===== config.mk =====
export PLATFORM = sky130hd
export DESIGN_NAME = mem_req_router
export DESIGN_NICKNAME = d
export VERILOG_FILES = /design/src/rtl/mreq_route_pkg.sv /design/src/rtl/mr_first_hit.sv /design/src/rtl/mr_cfg_regs.sv /design/src/rtl/mr_route_decode.sv /design/src/rtl/mem_req_router.sv
export SDC_FILE = /design/constraint.sdc
export NUM_CORES = 1
export LEC_CHECK = 0
export CAP_MARGIN = 30
export CORE_AREA = 2 2 183 257
export CTS_BUF_LIST = sky130_fd_sc_hd__clkbuf_8
export DETAILED_ROUTE_END_ITERATION = 8
export DIE_AREA = 0 0 185 259
export GPL_TIMING_DRIVEN = 0
export PLACE_DENSITY = 0.71
export SETUP_SLACK_MARGIN = 0.2
export SYNTH_ARGS = -nofsm -noshare
export SYNTH_HDL_FRONTEND = slang
export SYNTH_SLANG_ARGS = --single-unit

===== constraint.sdc =====
create_clock -name clk -period 2.8 [get_ports clk]
set_clock_uncertainty 0.05 [all_clocks]
set_input_delay 0.42 -clock clk [delete_from_list [all_inputs] [get_ports clk]]
set_output_delay 0.42 -clock clk [all_outputs]
set_load 0.01 [all_outputs]

===== src/rtl/mreq_route_pkg.sv =====
package mreq_route_pkg;

    // destination bit positions in the one-hot output
    localparam int DEST_DRAM   = 0;
    localparam int DEST_LEGACY = 1;
    localparam int DEST_DMA    = 2;
    localparam int DEST_ABORT  = 3;
    localparam int DEST_PORT0  = 4;
    localparam int NUM_FIXED_DEST = 4;

    // configuration index map
    localparam int REG_TOM   = 0;
    localparam int REG_TOLM  = 1;
    localparam int REG_ESMM  = 2;
    localparam int REG_DMA   = 3;
    localparam int REG_PORT0 = 4;

    localparam int DMA_WIN_BITS = 10;

    // reset values
    localparam logic [63:0] TOM_RST  = 64'h1_0000_0000;
    localparam logic [63:0] TOLM_RST = 64'h0_C000_0000;
    localparam logic [63:0] DMA_RST  = 64'h0_FE70_0000;
    localparam logic [63:0] FOUR_GB  = 64'h1_0000_0000;

    // fixed legacy windows below 1 MB
    localparam logic [63:0] SMM_LO  = 64'h0A_0000;
    localparam logic [63:0] SMM_HI  = 64'h0B_FFFF;
    localparam logic [63:0] BIOS_LO = 64'h0C_0000;
    localparam logic [63:0] BIOS_HI = 64'h0F_FFFF;

    typedef enum logic [2:0] {
        RG_LEG_SMM,
        RG_LEG_BIOS,
        RG_DMA,
        RG_HOLE,
        RG_HIGH,
        RG_MAIN
    } region_e;

    typedef struct packed {
        region_e region;
        logic    snoop;
    } route_t;

    function automatic logic in_span(input logic [63:0] a,
                                     input logic [63:0] lo,
                                     input logic [63:0] hi);
        return (a >= lo) && (a <= hi);
    endfunction

endpackage


===== src/rtl/mr_first_hit.sv =====
module mr_first_hit #(
    parameter int N     = 2,
    parameter int SEL_W = 1
) (
    input  logic [N-1:0]     hit,
    output logic             found,
    output logic [SEL_W-1:0] sel
);
    always_comb begin
        sel = '0;
        for (int k = N - 1; k >= 0; k--) begin
            if (hit[k]) sel = SEL_W'(k);
        end
    end

    assign found = |hit;
endmodule


===== src/rtl/mr_cfg_regs.sv =====
module mr_cfg_regs
    import mreq_route_pkg::*;
#(
    parameter int ADDR_W  = 40,
    parameter int N_PORTS = 2,
    parameter int N_IL    = 2,
    parameter int CH_W    = 2,
    parameter int IDX_W   = 4
) (
    input  logic                           clk,
    input  logic                           rst,
    input  logic                           cfg_we,
    input  logic [IDX_W-1:0]               cfg_idx,
    input  logic [ADDR_W-1:0]              cfg_wdata,
    output logic                           cfg_err,
    output logic [ADDR_W-1:0]              tom_q,
    output logic [ADDR_W-1:0]              tolm_q,
    output logic [ADDR_W-1:0]              dma_q,
    output logic [N_PORTS-1:0][ADDR_W-1:0] pbase_q,
    output logic [N_PORTS-1:0][ADDR_W-1:0] plimit_q,
    output logic [N_IL-1:0][ADDR_W-1:0]    ilim_q,
    output logic [N_IL-1:0][CH_W-1:0]      ichan_q
);
    localparam int IL0 = REG_PORT0 + 2 * N_PORTS;
    localparam logic [ADDR_W-1:0] WIN_MASK = ~ADDR_W'((64'd1 << DMA_WIN_BITS) - 64'd1);

    logic [ADDR_W-1:0] esmm_q;
    logic              bad_esmm, bad_tolm, refuse;

    assign bad_esmm = (cfg_idx == IDX_W'(REG_ESMM)) && (cfg_wdata > tolm_q);
    assign bad_tolm = (cfg_idx == IDX_W'(REG_TOLM)) && (cfg_wdata < esmm_q);
    assign refuse   = bad_esmm || bad_tolm;

    always_ff @(posedge clk) begin
        if (rst) begin
            tom_q    <= ADDR_W'(TOM_RST);
            tolm_q   <= ADDR_W'(TOLM_RST);
            esmm_q   <= '0;
            dma_q    <= ADDR_W'(DMA_RST);
            pbase_q  <= '1;
            plimit_q <= '0;
            ilim_q   <= '0;
            ichan_q  <= '0;
            cfg_err  <= 1'b0;
        end else if (cfg_we) begin
            cfg_err <= refuse;
            if (!refuse) begin
                if (cfg_idx == IDX_W'(REG_TOM))  tom_q  <= cfg_wdata;
                if (cfg_idx == IDX_W'(REG_TOLM)) tolm_q <= cfg_wdata;
                if (cfg_idx == IDX_W'(REG_ESMM)) esmm_q <= cfg_wdata;
                if (cfg_idx == IDX_W'(REG_DMA))  dma_q  <= cfg_wdata & WIN_MASK;
                for (int p = 0; p < N_PORTS; p++) begin
                    if (cfg_idx == IDX_W'(REG_PORT0 + 2 * p))     pbase_q[p]  <= cfg_wdata;
                    if (cfg_idx == IDX_W'(REG_PORT0 + 2 * p + 1)) plimit_q[p] <= cfg_wdata;
                end
                for (int i = 0; i < N_IL; i++) begin
                    if (cfg_idx == IDX_W'(IL0 + 2 * i))     ilim_q[i]  <= cfg_wdata;
                    if (cfg_idx == IDX_W'(IL0 + 2 * i + 1)) ichan_q[i] <= cfg_wdata[CH_W-1:0];
                end
            end
        end
    end

    // the extended SMM top never sits above the top of low memory
    p_esmm_order_r11: assert property (@(posedge clk) disable iff (rst)
        esmm_q <= tolm_q);

    // a refused extended SMM write flags an error and leaves the register alone
    p_esmm_refused_r11: assert property (@(posedge clk) disable iff (rst)
        (cfg_we && cfg_idx == IDX_W'(REG_ESMM) && cfg_wdata > tolm_q)
        |=> (cfg_err && $stable(esmm_q)));
endmodule


===== src/rtl/mr_route_decode.sv =====
module mr_route_decode
    import mreq_route_pkg::*;
#(
    parameter int ADDR_W  = 40,
    parameter int N_PORTS = 2,
    parameter int N_IL    = 2,
    parameter int CH_W    = 2,
    parameter int DEST_W  = NUM_FIXED_DEST + N_PORTS
) (
    input  logic [ADDR_W-1:0]              addr,
    input  logic                           is_write,
    input  logic                           smm,
    input  logic [ADDR_W-1:0]              tom,
    input  logic [ADDR_W-1:0]              tolm,
    input  logic [ADDR_W-1:0]              dma_base,
    input  logic [N_PORTS-1:0][ADDR_W-1:0] pbase,
    input  logic [N_PORTS-1:0][ADDR_W-1:0] plimit,
    input  logic [N_IL-1:0][ADDR_W-1:0]    ilim,
    input  logic [N_IL-1:0][CH_W-1:0]      ichan,
    output logic [DEST_W-1:0]              dest,
    output logic [CH_W-1:0]                chan,
    output logic                           snoop
);
    localparam int PSEL_W = (N_PORTS > 1) ? $clog2(N_PORTS) : 1;
    localparam int ISEL_W = (N_IL > 1) ? $clog2(N_IL) : 1;
    localparam logic [ADDR_W-1:0] WIN_MASK = ~ADDR_W'((64'd1 << DMA_WIN_BITS) - 64'd1);
    localparam logic [ADDR_W-1:0] TOP4G    = ADDR_W'(FOUR_GB);

    logic [N_PORTS-1:0] port_hit;
    logic [N_IL-1:0]    il_hit;
    logic               port_found, il_found;
    logic [PSEL_W-1:0]  port_sel;
    logic [ISEL_W-1:0]  il_sel;
    logic [63:0]        a64;
    route_t             rt;

    assign a64 = 64'(addr);

    for (genvar p = 0; p < N_PORTS; p++) begin : g_port
        assign port_hit[p] = (addr >= pbase[p]) && (addr <= plimit[p]);
    end

    for (genvar i = 0; i < N_IL; i++) begin : g_il
        assign il_hit[i] = addr < ilim[i];
    end

    mr_first_hit #(.N(N_PORTS), .SEL_W(PSEL_W)) u_port_pick (
        .hit(port_hit), .found(port_found), .sel(port_sel)
    );

    mr_first_hit #(.N(N_IL), .SEL_W(ISEL_W)) u_il_pick (
        .hit(il_hit), .found(il_found), .sel(il_sel)
    );

    // region classification in decode priority order
    always_comb begin
        if (in_span(a64, SMM_LO, SMM_HI))
            rt = '{region: RG_LEG_SMM, snoop: 1'b0};
        else if (in_span(a64, BIOS_LO, BIOS_HI))
            rt = '{region: RG_LEG_BIOS, snoop: 1'b0};
        else if ((addr & WIN_MASK) == dma_base)
            rt = '{region: RG_DMA, snoop: 1'b0};
        else if ((addr >= tolm) && (addr < TOP4G))
            rt = '{region: RG_HOLE, snoop: 1'b0};
        else if (addr >= tom)
            rt = '{region: RG_HIGH, snoop: 1'b0};
        else
            rt = '{region: RG_MAIN, snoop: il_found};
    end

    always_comb begin
        dest  = '0;
        chan  = '0;
        snoop = rt.snoop;
        case (rt.region)
            RG_LEG_SMM: begin
                if (smm) dest[DEST_DRAM]   = 1'b1;
                else     dest[DEST_LEGACY] = 1'b1;
            end
            RG_LEG_BIOS: begin
                if (is_write) dest[DEST_LEGACY] = 1'b1;
                else          dest[DEST_DRAM]   = 1'b1;
            end
            RG_DMA:  dest[DEST_DMA]   = 1'b1;
            RG_HOLE: dest[DEST_ABORT] = 1'b1;
            RG_HIGH: begin
                if (port_found) dest[DEST_PORT0 + int'(port_sel)] = 1'b1;
                else            dest[DEST_ABORT] = 1'b1;
            end
            default: begin
                if (il_found) begin
                    dest[DEST_DRAM] = 1'b1;
                    chan            = ichan[il_sel];
                end else begin
                    dest[DEST_ABORT] = 1'b1;
                end
            end
        endcase
    end
endmodule


===== src/rtl/mem_req_router.sv =====
module mem_req_router
    import mreq_route_pkg::*;
#(
    parameter  int ADDR_W  = 40,
    parameter  int N_PORTS = 2,
    parameter  int N_IL    = 2,
    parameter  int CH_W    = 2,
    localparam int IDX_W   = $clog2(REG_PORT0 + 2 * N_PORTS + 2 * N_IL),
    localparam int DEST_W  = NUM_FIXED_DEST + N_PORTS
) (
    input  logic              clk,
    input  logic              rst,
    input  logic              cfg_we,
    input  logic [IDX_W-1:0]  cfg_idx,
    input  logic [ADDR_W-1:0] cfg_wdata,
    output logic              cfg_err,
    input  logic              req_valid,
    input  logic [ADDR_W-1:0] req_addr,
    input  logic              req_write,
    input  logic              req_smm,
    output logic              out_valid,
    output logic [DEST_W-1:0] out_dest,
    output logic [CH_W-1:0]   out_chan,
    output logic              out_snoop
);
    logic [ADDR_W-1:0]              tom_q, tolm_q, dma_q;
    logic [N_PORTS-1:0][ADDR_W-1:0] pbase_q, plimit_q;
    logic [N_IL-1:0][ADDR_W-1:0]    ilim_q;
    logic [N_IL-1:0][CH_W-1:0]      ichan_q;
    logic [DEST_W-1:0]              dest_d;
    logic [CH_W-1:0]                chan_d;
    logic                           snoop_d;

    mr_cfg_regs #(
        .ADDR_W(ADDR_W), .N_PORTS(N_PORTS), .N_IL(N_IL), .CH_W(CH_W), .IDX_W(IDX_W)
    ) u_cfg (
        .clk(clk), .rst(rst), .cfg_we(cfg_we), .cfg_idx(cfg_idx),
        .cfg_wdata(cfg_wdata), .cfg_err(cfg_err),
        .tom_q(tom_q), .tolm_q(tolm_q), .dma_q(dma_q),
        .pbase_q(pbase_q), .plimit_q(plimit_q),
        .ilim_q(ilim_q), .ichan_q(ichan_q)
    );

    mr_route_decode #(
        .ADDR_W(ADDR_W), .N_PORTS(N_PORTS), .N_IL(N_IL), .CH_W(CH_W), .DEST_W(DEST_W)
    ) u_dec (
        .addr(req_addr), .is_write(req_write), .smm(req_smm),
        .tom(tom_q), .tolm(tolm_q), .dma_base(dma_q),
        .pbase(pbase_q), .plimit(plimit_q),
        .ilim(ilim_q), .ichan(ichan_q),
        .dest(dest_d), .chan(chan_d), .snoop(snoop_d)
    );

    always_ff @(posedge clk) begin
        if (rst) begin
            out_valid <= 1'b0;
            out_dest  <= '0;
            out_chan  <= '0;
            out_snoop <= 1'b0;
        end else begin
            out_valid <= req_valid;
            out_dest  <= req_valid ? dest_d : '0;
            out_chan  <= req_valid ? chan_d : '0;
            out_snoop <= req_valid && snoop_d;
        end
    end

    // one-cycle result latency
    p_valid_lat_r1: assert property (@(posedge clk) disable iff (rst)
        req_valid |=> out_valid);

    // no result without a request
    p_idle_r1: assert property (@(posedge clk) disable iff (rst)
        !req_valid |=> (!out_valid && out_dest == '0));

    // exactly one destination per result
    p_onehot_r1: assert property (@(posedge clk) disable iff (rst)
        out_valid |-> ($countones(out_dest) == 1));

    // snoop only on DRAM traffic
    p_snoop_dram_r9: assert property (@(posedge clk) disable iff (rst)
        out_snoop |-> out_dest[DEST_DRAM]);

    // legacy windows below 1 MB never snoop
    p_legacy_nosnoop_r2: assert property (@(posedge clk) disable iff (rst)
        (req_valid && 64'(req_addr) >= SMM_LO && 64'(req_addr) <= BIOS_HI)
        |=> !out_snoop);

    // the hole below 4 GB never reaches DRAM
    p_hole_no_dram_r5: assert property (@(posedge clk) disable iff (rst)
        (req_valid && req_addr >= tolm_q && 64'(req_addr) < FOUR_GB
         && 64'(req_addr) > BIOS_HI)
        |=> !out_dest[DEST_DRAM]);
endmodule


==> run summary <==
Synth Cell Area: 24800 um^2
count leader, synth: nand2_1
worst-margin pin slew: 1.083 ns
hold_sp: cfg_we
die width: 185 um
reg2reg end: u_cfg.tolm_q[16]
DR WL/cell: 21.66 um
initial antenna violation count: 1
fin util: 0.6454
Peak supply drop: 0.3542 mV
HP Class: in2reg
Post-synth EDFFs: 0
register area share after synthesis: 0.3270
Lkg Pwr: 0.01176 uW
first-pass GRT wire length: 128300 um
WP data arrival: 3.34 ns
Total GRT Usage: 0.3574
H-tree Lvls: 3
Setup Crit Path Kind: in2reg
CTS tree: done
Primary FF master, synth: dfxtp_1
register bit count reported by yosys: 405
Synth area leader: dfxtp_1
CTS Buf Count: 68
1st-iter DRT viols: 1596
fin. max-slew vios: 0
Distinct cells, synth: 64
Residual DRC: 0
Worst setup EP type: flip-flop
critical-path maximum fanout: 7
Vias/cell: 5.825
largest net degree at the start of global routing: 15
Layout fillers: 3910
hold path depth: 3
final period utilization: 1.033
Mapped Cells: 3114
FF-to-FF path depth: 14
most instantiated cells after synthesis: 550 x nand2_1, 405 x dfxtp_1, 397 x ha_1
Core ar.: 45610 um^2
Initial Utilization: 0.5436
PnR worst setup slack: -0.09173 ns
number of global-route vias before repair: 23.45k
via count: 23.25k
final number of hold-violating endpoints: 0
worst endpoint required time: 3.25 ns
Post-DRT Antenna Nets: 0
Rel. slew slack: 0.2780
Mapped Nets: 3601
final count of negative-setup-slack endpoints: 52
area added between synthesis and finish: 18.73%
share of cells above drive strength 1: 0.1041
Clk pin slew, worst setup/hold paths: 0.06 ns
CTS Buffer Depth: 3
Detailed Route WL: 86460 um
Worst Setup Start Kind: input port
reg2reg start: u_cfg.esmm_q[23]
status: finished with violations
R2R setup slack: -0.09 ns
Initial DRT Pass Iterations: 6
min Tclk post-route: 2.892 ns
Achievable Freq: 345.8 MHz
GP Congestion: 0.9267
Mapped Avg Cell Area: 7.963 um^2
Die Area: 47920 um^2
port bufs: 97
warnings from Yosys: 0
Tot Pwr: 13240 uW
failing checks: setup timing
Post-synth ARST share: 0
Min-Delay Endpoint: u_cfg.cfg_err
post-synth top area share: 0.3270
top post-synthesis cells by area: dfxtp_1 33%, ha_1 20%, nand2_1 8.3%
fin nets: 3813
clock root buffer: clkbuf_8
detailed placement HPWL: 63080 um
Die H: 259 um
setup TNS: -1.902 ns
Clk Latency, worst-skew pair: 0.65 ns
PwrDens: 449.6 nW/um^2
Ports: 101
clock sinks: 405
number of cell rows: 93
max cap viols: 0
RSZ-0062 raised after global routing: true
GRT overflow: 0
-- critical path, cell delays in order --
cell,delay (ns)
clkdlybuf4s50_1,0.54
ha_4,0.34
nand4_1,0.16
nor3_4,0.19
buf_12,0.16
o21ai_1,0.08
o21ai_2,0.31
o21ai_2,0.16
a211oi_4,0.27
buf_12,0.22
buf_6,0.13
buf_16,0.11
mux2i_1,0.17
nor2_1,0.06
-- through the flow --
stage | cell area, um^2 | hold slack (ns) | setup slack, ns | std cells
6_report | 29440 | 0.09468 | -0.09173 | 3992
3_5_place_dp | 26580 | 0.3963 | -1.727 | 3832
5_1_grt | 29440 | 0.1286 | -0.3116 | 3991
2_1_floorplan | 24800 | 0.3818 | 0.4011 | 3114
4_1_cts | 28960 | 0.03226 | -0.005552 | 3978
3_3_place_gp | 26540 | 0.3883 | -1.854 | 3828
-- cell type report --
cell class | count | area, um^2 | share of cell area
multi-input cells | 2182 | 15520 | 0.5273
well taps | 617 | 772.0 | 0.02622
clock inverters | 30 | 150.1 | 0.005100
repair buffers | 142 | 1491 | 0.05066
plain buffers | 164 | 794.5 | 0.02699
flip-flops and latches | 405 | 8142 | 0.2766
diodes | 2 | 5.005 | 0.0001700
inverters | 363 | 1365 | 0.04637
clock buffers | 87 | 1197 | 0.04067
-- worst max-delay path by stage --
| stage | start | to | slack (ns) | depth (start not counted) |
|---|---|---|---|---|
| after global placement | req_addr[18] | out_dest[0] | -1.85 | 10 |
| after floorplan | cfg_wdata[27] | u_cfg.esmm_q[10] | 0.40 | 10 |
| after global routing | u_cfg.esmm_q[25] | u_cfg.tolm_q[16] | -0.31 | 14 |
| final | cfg_wdata[21] | u_cfg.tolm_q[16] | -0.09 | 14 |
| after detailed placement | req_addr[33] | out_dest[3] | -1.73 | 10 |
| after CTS | u_cfg.esmm_q[23] | u_cfg.tolm_q[7] | -0.006 | 14 |
-- registers in the layout, indices dropped and copies added (netlist names), 2 cells and up --
| signal | count |
|---|---|
| u_cfg.plimit_q | 80 |
| u_cfg.tolm_q | 40 |
| out_chan | 2 |
| out_dest | 6 |
| u_cfg.pbase_q | 80 |
| u_cfg.tom_q | 40 |
| u_cfg.dma_q | 30 |
| u_cfg.ilim_q | 80 |
| u_cfg.ichan_q | 4 |
| u_cfg.esmm_q | 40 |
-- layer usage --
layer	GRT usage	vias up	wire [um]
li1	-	10965	-
met4	0.3316	0	8973
met3	0.06341	382	6326
met1	0.3780	11007	30900
met2	0.5994	900	40270
met5	0	-	0
-- power by group --
group          switching [uW]  internal [uW]
Clock                    2490           2860
Combinational            1250            737
Sequential               41.4           5850
-- logic make-up after synthesis --
kind of cell | Yosys count | synth area share
XOR/XNOR | 30 | 0.01060
AO/OA/AOI/OAI | 652 | 0.1624
buffers and inverters | 527 | 0.08442
AND/OR/NAND/NOR | 1024 | 0.1834
flip-flops | 405 | 0.3270
multiplexers | 79 | 0.03194
adder cells (fa/ha/maj) | 397 | 0.2003
-- placed cells by master, fill, tap and decap left out, types with 9 or more instances in the layout --
master and count:
a21oi_2 10, a21o_1 38, ha_1 366, xnor2_1 20
dlygate4sd2_1 13, a211o_1 86, dfxtp_2 27, nand3_1 40
clkdlybuf4s15_2 26, xor2_1 10, o21a_1 16, ha_4 31
inv_1 367, nor2b_1 18, nand3b_1 11, a21oi_1 340
a211oi_1 17, buf_12 9, nand2_1 549, nor2_1 170
clkbuf_1 142, mux2i_1 76, buf_6 14, nand4_1 79
inv_2 17, nand2b_1 85, dfxtp_1 378, buf_4 25
clkdlybuf4s50_1 56, o21ai_0 55, clkbuf_8 88
-- repair_timing --
item / CTS / global route
hold buffers: 1 / 0
setup buffers: 23 / 12
endpoints found under the hold margin: 1 / 0
cloned: 5 / 0
resized for setup: 246 / 76
endpoints found under the setup margin: 248 / 134
pin swaps: 46 / 45
(Power assumes the default switching activity.)
